===== config.mk =====
export PLATFORM = sky130hd
export DESIGN_NAME = pt_walker
export DESIGN_NICKNAME = d
export VERILOG_FILES = /design/src/rtl/pt_walker.sv
export SDC_FILE = /design/constraint.sdc
export NUM_CORES = 1
export LEC_CHECK = 0
export BUFFER_PORTS_ARGS = -buffer_cell sky130_fd_sc_hd__buf_2
export CAP_MARGIN = 20
export CORE_MARGIN = 10
export CORE_UTILIZATION = 47
export DETAILED_ROUTE_END_ITERATION = 7
export GPL_TIMING_DRIVEN = 0
export PLACE_DENSITY = 0.82
export SYNTH_ARGS = -nofsm -noshare
export SYNTH_HDL_FRONTEND = slang
export SYNTH_SLANG_ARGS = --single-unit

===== constraint.sdc =====
create_clock -name clk -period 2 [get_ports clk]
set_input_delay 0.6 -clock clk [delete_from_list [all_inputs] [get_ports clk]]
set_output_delay 0.6 -clock clk [all_outputs]
set_load 0.02 [all_outputs]

===== src/rtl/pt_walker.sv =====
module pt_walker #(
  parameter int AW   = 32,
  parameter int OFFW = 12,
  parameter int IDXW = 10
) (
  input  logic          clk,
  input  logic          rst_n,
  input  logic          pg_en,
  input  logic [AW-1:0] dir_base,
  input  logic          req_valid,
  input  logic [AW-1:0] req_vaddr,
  input  logic          req_write,
  input  logic          req_user,
  output logic          busy,
  output logic          done,
  output logic          fault,
  output logic [1:0]    fault_code,
  output logic [AW-1:0] pa,
  output logic          mem_req,
  output logic          mem_we,
  output logic [AW-1:0] mem_addr,
  output logic [AW-1:0] mem_wdata,
  input  logic          mem_ack,
  input  logic [AW-1:0] mem_rdata
);
  localparam int FRW = AW - OFFW;
  localparam int B_P = 0, B_RW = 1, B_US = 2, B_A = 5, B_D = 6;

  typedef enum logic [2:0] {S_IDLE, S_RDIR, S_RTBL, S_WDIR, S_WTBL, S_FIN} st_t;
  st_t st;

  logic [AW-1:0]  va_q, pde_q, pte_q;
  logic [FRW-1:0] base_q;
  logic           wr_q, usr_q;
  logic [1:0]     code_q;
  logic [AW-1:0]  pa_q;

  wire [AW-1:0] dir_addr = {base_q, va_q[AW-1 -: IDXW], 2'b00};
  wire [AW-1:0] tbl_addr = {pde_q[AW-1:OFFW], va_q[OFFW +: IDXW], 2'b00};
  wire [AW-1:0] pde_new  = pde_q | (AW'(1) << B_A);
  wire [AW-1:0] pte_new  = pte_q | (AW'(1) << B_A) | (AW'(wr_q) << B_D);
  wire          pte_chg  = (pte_new != pte_q);

  wire          rd_rw  = pde_q[B_RW] & mem_rdata[B_RW];
  wire          rd_us  = pde_q[B_US] & mem_rdata[B_US];
  wire          prot   = (wr_q & ~rd_rw) | (usr_q & ~rd_us);
  wire          rd_chg = ~mem_rdata[B_A] | (wr_q & ~mem_rdata[B_D]);

  assign busy       = (st != S_IDLE);
  assign done       = (st == S_FIN);
  assign fault      = done & (code_q != 2'b00);
  assign fault_code = code_q;
  assign pa         = pa_q;

  assign mem_req   = (st == S_RDIR) | (st == S_RTBL) | (st == S_WDIR) | (st == S_WTBL);
  assign mem_we    = (st == S_WDIR) | (st == S_WTBL);
  assign mem_addr  = ((st == S_RDIR) | (st == S_WDIR)) ? dir_addr : tbl_addr;
  assign mem_wdata = (st == S_WDIR) ? pde_new : pte_new;

  always_ff @(posedge clk) begin
    if (!rst_n) begin
      st     <= S_IDLE;
      va_q   <= '0;
      pde_q  <= '0;
      pte_q  <= '0;
      base_q <= '0;
      wr_q   <= 1'b0;
      usr_q  <= 1'b0;
      code_q <= 2'b00;
      pa_q   <= '0;
    end else begin
      case (st)
        S_IDLE: if (req_valid) begin
          va_q   <= req_vaddr;
          wr_q   <= req_write;
          usr_q  <= req_user;
          base_q <= dir_base[AW-1:OFFW];
          code_q <= 2'b00;
          if (pg_en) st <= S_RDIR;
          else begin
            pa_q <= req_vaddr;
            st   <= S_FIN;
          end
        end
        S_RDIR: if (mem_ack) begin
          pde_q <= mem_rdata;
          if (!mem_rdata[B_P]) begin
            code_q <= 2'b01;
            st     <= S_FIN;
          end else st <= S_RTBL;
        end
        S_RTBL: if (mem_ack) begin
          pte_q <= mem_rdata;
          if (!mem_rdata[B_P]) begin
            code_q <= 2'b10;
            st     <= S_FIN;
          end else if (prot) begin
            code_q <= 2'b11;
            st     <= S_FIN;
          end else begin
            pa_q <= {mem_rdata[AW-1:OFFW], va_q[OFFW-1:0]};
            if (!pde_q[B_A]) st <= S_WDIR;
            else if (rd_chg) st <= S_WTBL;
            else st <= S_FIN;
          end
        end
        S_WDIR: if (mem_ack) st <= pte_chg ? S_WTBL : S_FIN;
        S_WTBL: if (mem_ack) st <= S_FIN;
        S_FIN:  st <= S_IDLE;
        default: st <= S_IDLE;
      endcase
    end
  end
endmodule



==> results.json <==
{
  "ir_worst_vdd_v": 0.000703,
  "synth_top_cell_by_area": "dfxtp_1",
  "comb_power_share_pct": 24.6,
  "regToRegEndpoint": "pa[13]",
  "end_kind": "output port",
  "p_sw_share_pct": 29.4,
  "p_switching_mw": 2.67,
  "leakagePower_nw": 4.15,
  "floorplan.die.width_um": 141,
  "grtUsageTotal_pct": 23.5,
  "worstHoldPathType": "in2reg",
  "drt_wl_total_um": 25500,
  "synth_simple_gate_area_share_pct": 16.1,
  "required_ns": 1.40,
  "grt_pass1_vias": 6830,
  "initial_core_util_pct": 47.6,
  "pwr-share-clk_pct": 37.0,
  "ys.flop_type": "dfxtp_1",
  "hold_violations": 0,
  "clkLatencyLatePin_ns": 0.43,
  "final_common_cell": "nand2_1",
  "stdcell_area_mm2": 0.00963,
  "fin_skew_ns": 0.00861,
  "ant_nets": 0,
  "final_cell_mix": "nand2_1, buf_2, dfxtp_1, a21oi_1, mux2_2",
  "wl_per_cell_um": 20.6,
  "fin_crit_sh_pct": 121,
  "max_freq_mhz": 412,
  "nFillCells": 1186,
  "clockBufferDepth": 2,
  "cts_buffers": 17,
  "synth-compound-area-share_pct": 18.5,
  "synth_top_family_by_area": "compound AO/OA/AOI/OAI gates",
  "muxShareOfSynthArea_pct": 14.7,
  "violations": "negative setup slack",
  "finalWorstSetupSlack_ns": -0.426,
  "placed_area_mm2": 0.00804,
  "grt_max_degree": 17,
  "slew_violations": 0,
  "cp_data_arrival_time_ns": 1.83,
  "drt-initial-drc-count": 632,
  "place.gp.congestion": 0.908,
  "synth-xor-area-share_pct": 0,
  "critPathBufInv": 3,
  "setup_viol": 97,
  "cts_tree": "yes",
  "tns_ns": -25.77,
  "synth_warnings": 0,
  "crit-reg2reg-launch": "st[1]",
  "async_reset_ff_share_pct": 0,
  "seq_area_frac_synth_pct": 45.2,
  "crit_path_top_delay_cell": "dfxtp_4",
  "met1Wirelength_um": 10300,
  "dp_cells": 1184,
  "globalRouteOverflowTotal": 0,
  "die_area_mm2": 0.0198,
  "layout-drive-gt1-share_pct": 37.6,
  "synth_area_mm2": 0.00686,
  "instances_no_fill": 1242,
  "rsz0062_at_grt": "true",
  "ioPinCount": 206,
  "synthAdderAreaFrac_pct": 0,
  "max-cap-violations": 0,
  "worst_pin_slew_ns": 0.637,
  "regArea_mm2": 0.00311,
  "outcome": "finished, violations left",
  "syn_inst": 812,
  "nets": 1147,
  "crit_fanout": 5,
  "period_needed_ns": 2.43,
  "avgSynthCellArea_um2": 8.45,
  "synthTopCellsByArea": "dfxtp_1, nand2_1, mux2_2, a21oi_1, mux2i_1",
  "pwr_density_cell_mw_per_mm2": 946,
  "wl_met3_um": 2200,
  "critical_path_class": "reg2out",
  "p_int_mw": 6.43,
  "area_growth_pct": 40.2,
  "r2r_cells": 9,
  "startpoint_type": "flop",
  "dr.pass1.iters": 5,
  "crit_start": "st[0]",
  "crit_cells": 5,
  "multiInputGateArea_mm2": 0.00360,
  "root_buffer": "clkbuf_16",
  "synth_edf_count": 0,
  "ys_seq_elements": 155,
  "avgViaCountPerCell": 5.64,
  "coreArea_mm2": 0.0144,
  "cts.sinks": 155,
  "synth_top_area_share_pct": 45.2,
  "worstSetupEndpoint": "mem_addr[22]",
  "slew_headroom_pct": 57.5,
  "rrSetupSlack_ns": -0.05,
  "antenna_found_initial": 2,
  "cp_cell_sequence": "nor2b_4 -> buf_4 -> clkbuf_16 -> mux2_2 -> buf_2",
  "h-tree-depth": 4,
  "io_buffers": 187,
  "seq_power_share_pct": 38.4,
  "cpPeakStageDelay_ns": 0.36,
  "met2_wirelength_um": 12100,
  "fp-row-count": 44,
  "vias": 7000,
  "synth.distinct_cells": 44,
  "grt_first_pass_wirelength_um": 37100,
  "cts.reportedPaths.clkPinSlew_ns": 0.06,
  "critPathTopFamily": "buffers and inverters",
  "drc_errors": 0,
  "place_hpwl_um": 17200,
  "die_y_um": 141,
  "top_layer": "met5"
}
## synth_stat cells, types with 2 or more instances
cell / n
conb_1: 2
buf_4: 5
a22oi_1: 2
a31oi_1: 3
o22ai_1: 2
a21bo_2: 2
dfxtp_1: 155
buf_2: 16
nand3_1: 3
and3_1: 3
nand2_1: 240
mux2_2: 61
clkbuf_1: 49
nand2b_1: 2
o221ai_1: 2
a311oi_1: 2
o31ai_1: 32
and2_1: 3
inv_1: 6
a21oi_1: 136
nor2_1: 5
nor2b_1: 5
a21oi_2: 20
buf_8: 2
mux2i_1: 32
o21ai_0: 4
## registers in the layout (all words and copies together) (netlist names)
name,cells
fault_code,2
usr_q,1
base_q,20
wr_q,1
pa,32
st,3
pte_q,32
pde_q,32
va_q,32
## tightest hold or removal path: stages
cell and delay (ns):
buf_2 0.09, nand2_1 0.04, a21oi_1 0.05
## power by group through the flow
stage	logic (mW)	registers, mW	clock network, mW
final	2.24	3.49	3.37
after global routing	2.38	3.52	3.50
after CTS	1.96	3.48	3.38
after detailed placement	1.74	3.54	0
after global placement	1.72	3.53	0
after floorplan	1.05	3.60	0
## what timing repair did
item                       CTS  global route
buffers inserted            11             9
resized for setup           96           116
pin swaps                    4             5
setup endpoints to repair  146           147
hold buffers                 0             0
cloned                       1             7
## logic make-up (layout without fill, tap and decap cells)
logic type	after synthesis	in the layout
compound gates	211	211
buf+inv	80	324
flops	155	155
mux	93	93
other cells	2	4
simple gates	271	271
## worst min path at each step
stage	startpoint	end	slack [ns]	cells past startpoint
floorplan	usr_q	usr_q	0.43	2
global placement	pte_q[2]	pte_q[2]	0.44	2
detailed placement	base_q[8]	base_q[8]	0.44	2
CTS	dir_base[12]	base_q[0]	0.40	3
global route	dir_base[23]	base_q[11]	0.41	3
finish	dir_base[12]	base_q[0]	0.40	3
## through the flow
stage | hold WS [ns] | worst slack, ns | utilization [%] | power (mW)
4_1_cts | 0.397 | -0.432 | 63.1 | 8.81
3_3_place_gp | 0.438 | -0.542 | 55.7 | 5.25
6_report | 0.402 | -0.426 | 66.7 | 9.11
5_1_grt | 0.413 | -0.446 | 66.7 | 9.40
2_1_floorplan | 0.431 | -0.0354 | - | 4.65
3_5_place_dp | 0.443 | -0.586 | 55.7 | 5.28
## final cells by class
cell class / count / share of cell area (%)
multi-input combinational: 578 / 37.4
sequential: 155 / 32.3
timing repair buffer: 215 / 15.6
buffer: 71 / 5.65
clock buffer: 26 / 5.29
tap: 184 / 2.39
clock inverter: 6 / 1.12
inverter: 6 / 0.234
antenna: 1 / 0.0260
## routing by layer
| metal | vias up | track usage [%] |
|---|---|---|
| li1 | 3243 | - |
| met1 | 3318 | 27.6 |
| met4 | 2 | 9.78 |
| met3 | 81 | 6.72 |
| met2 | 356 | 39.2 |
| met5 | - | 0 |
No activity file was read; power rests on OpenSTA's default activity.
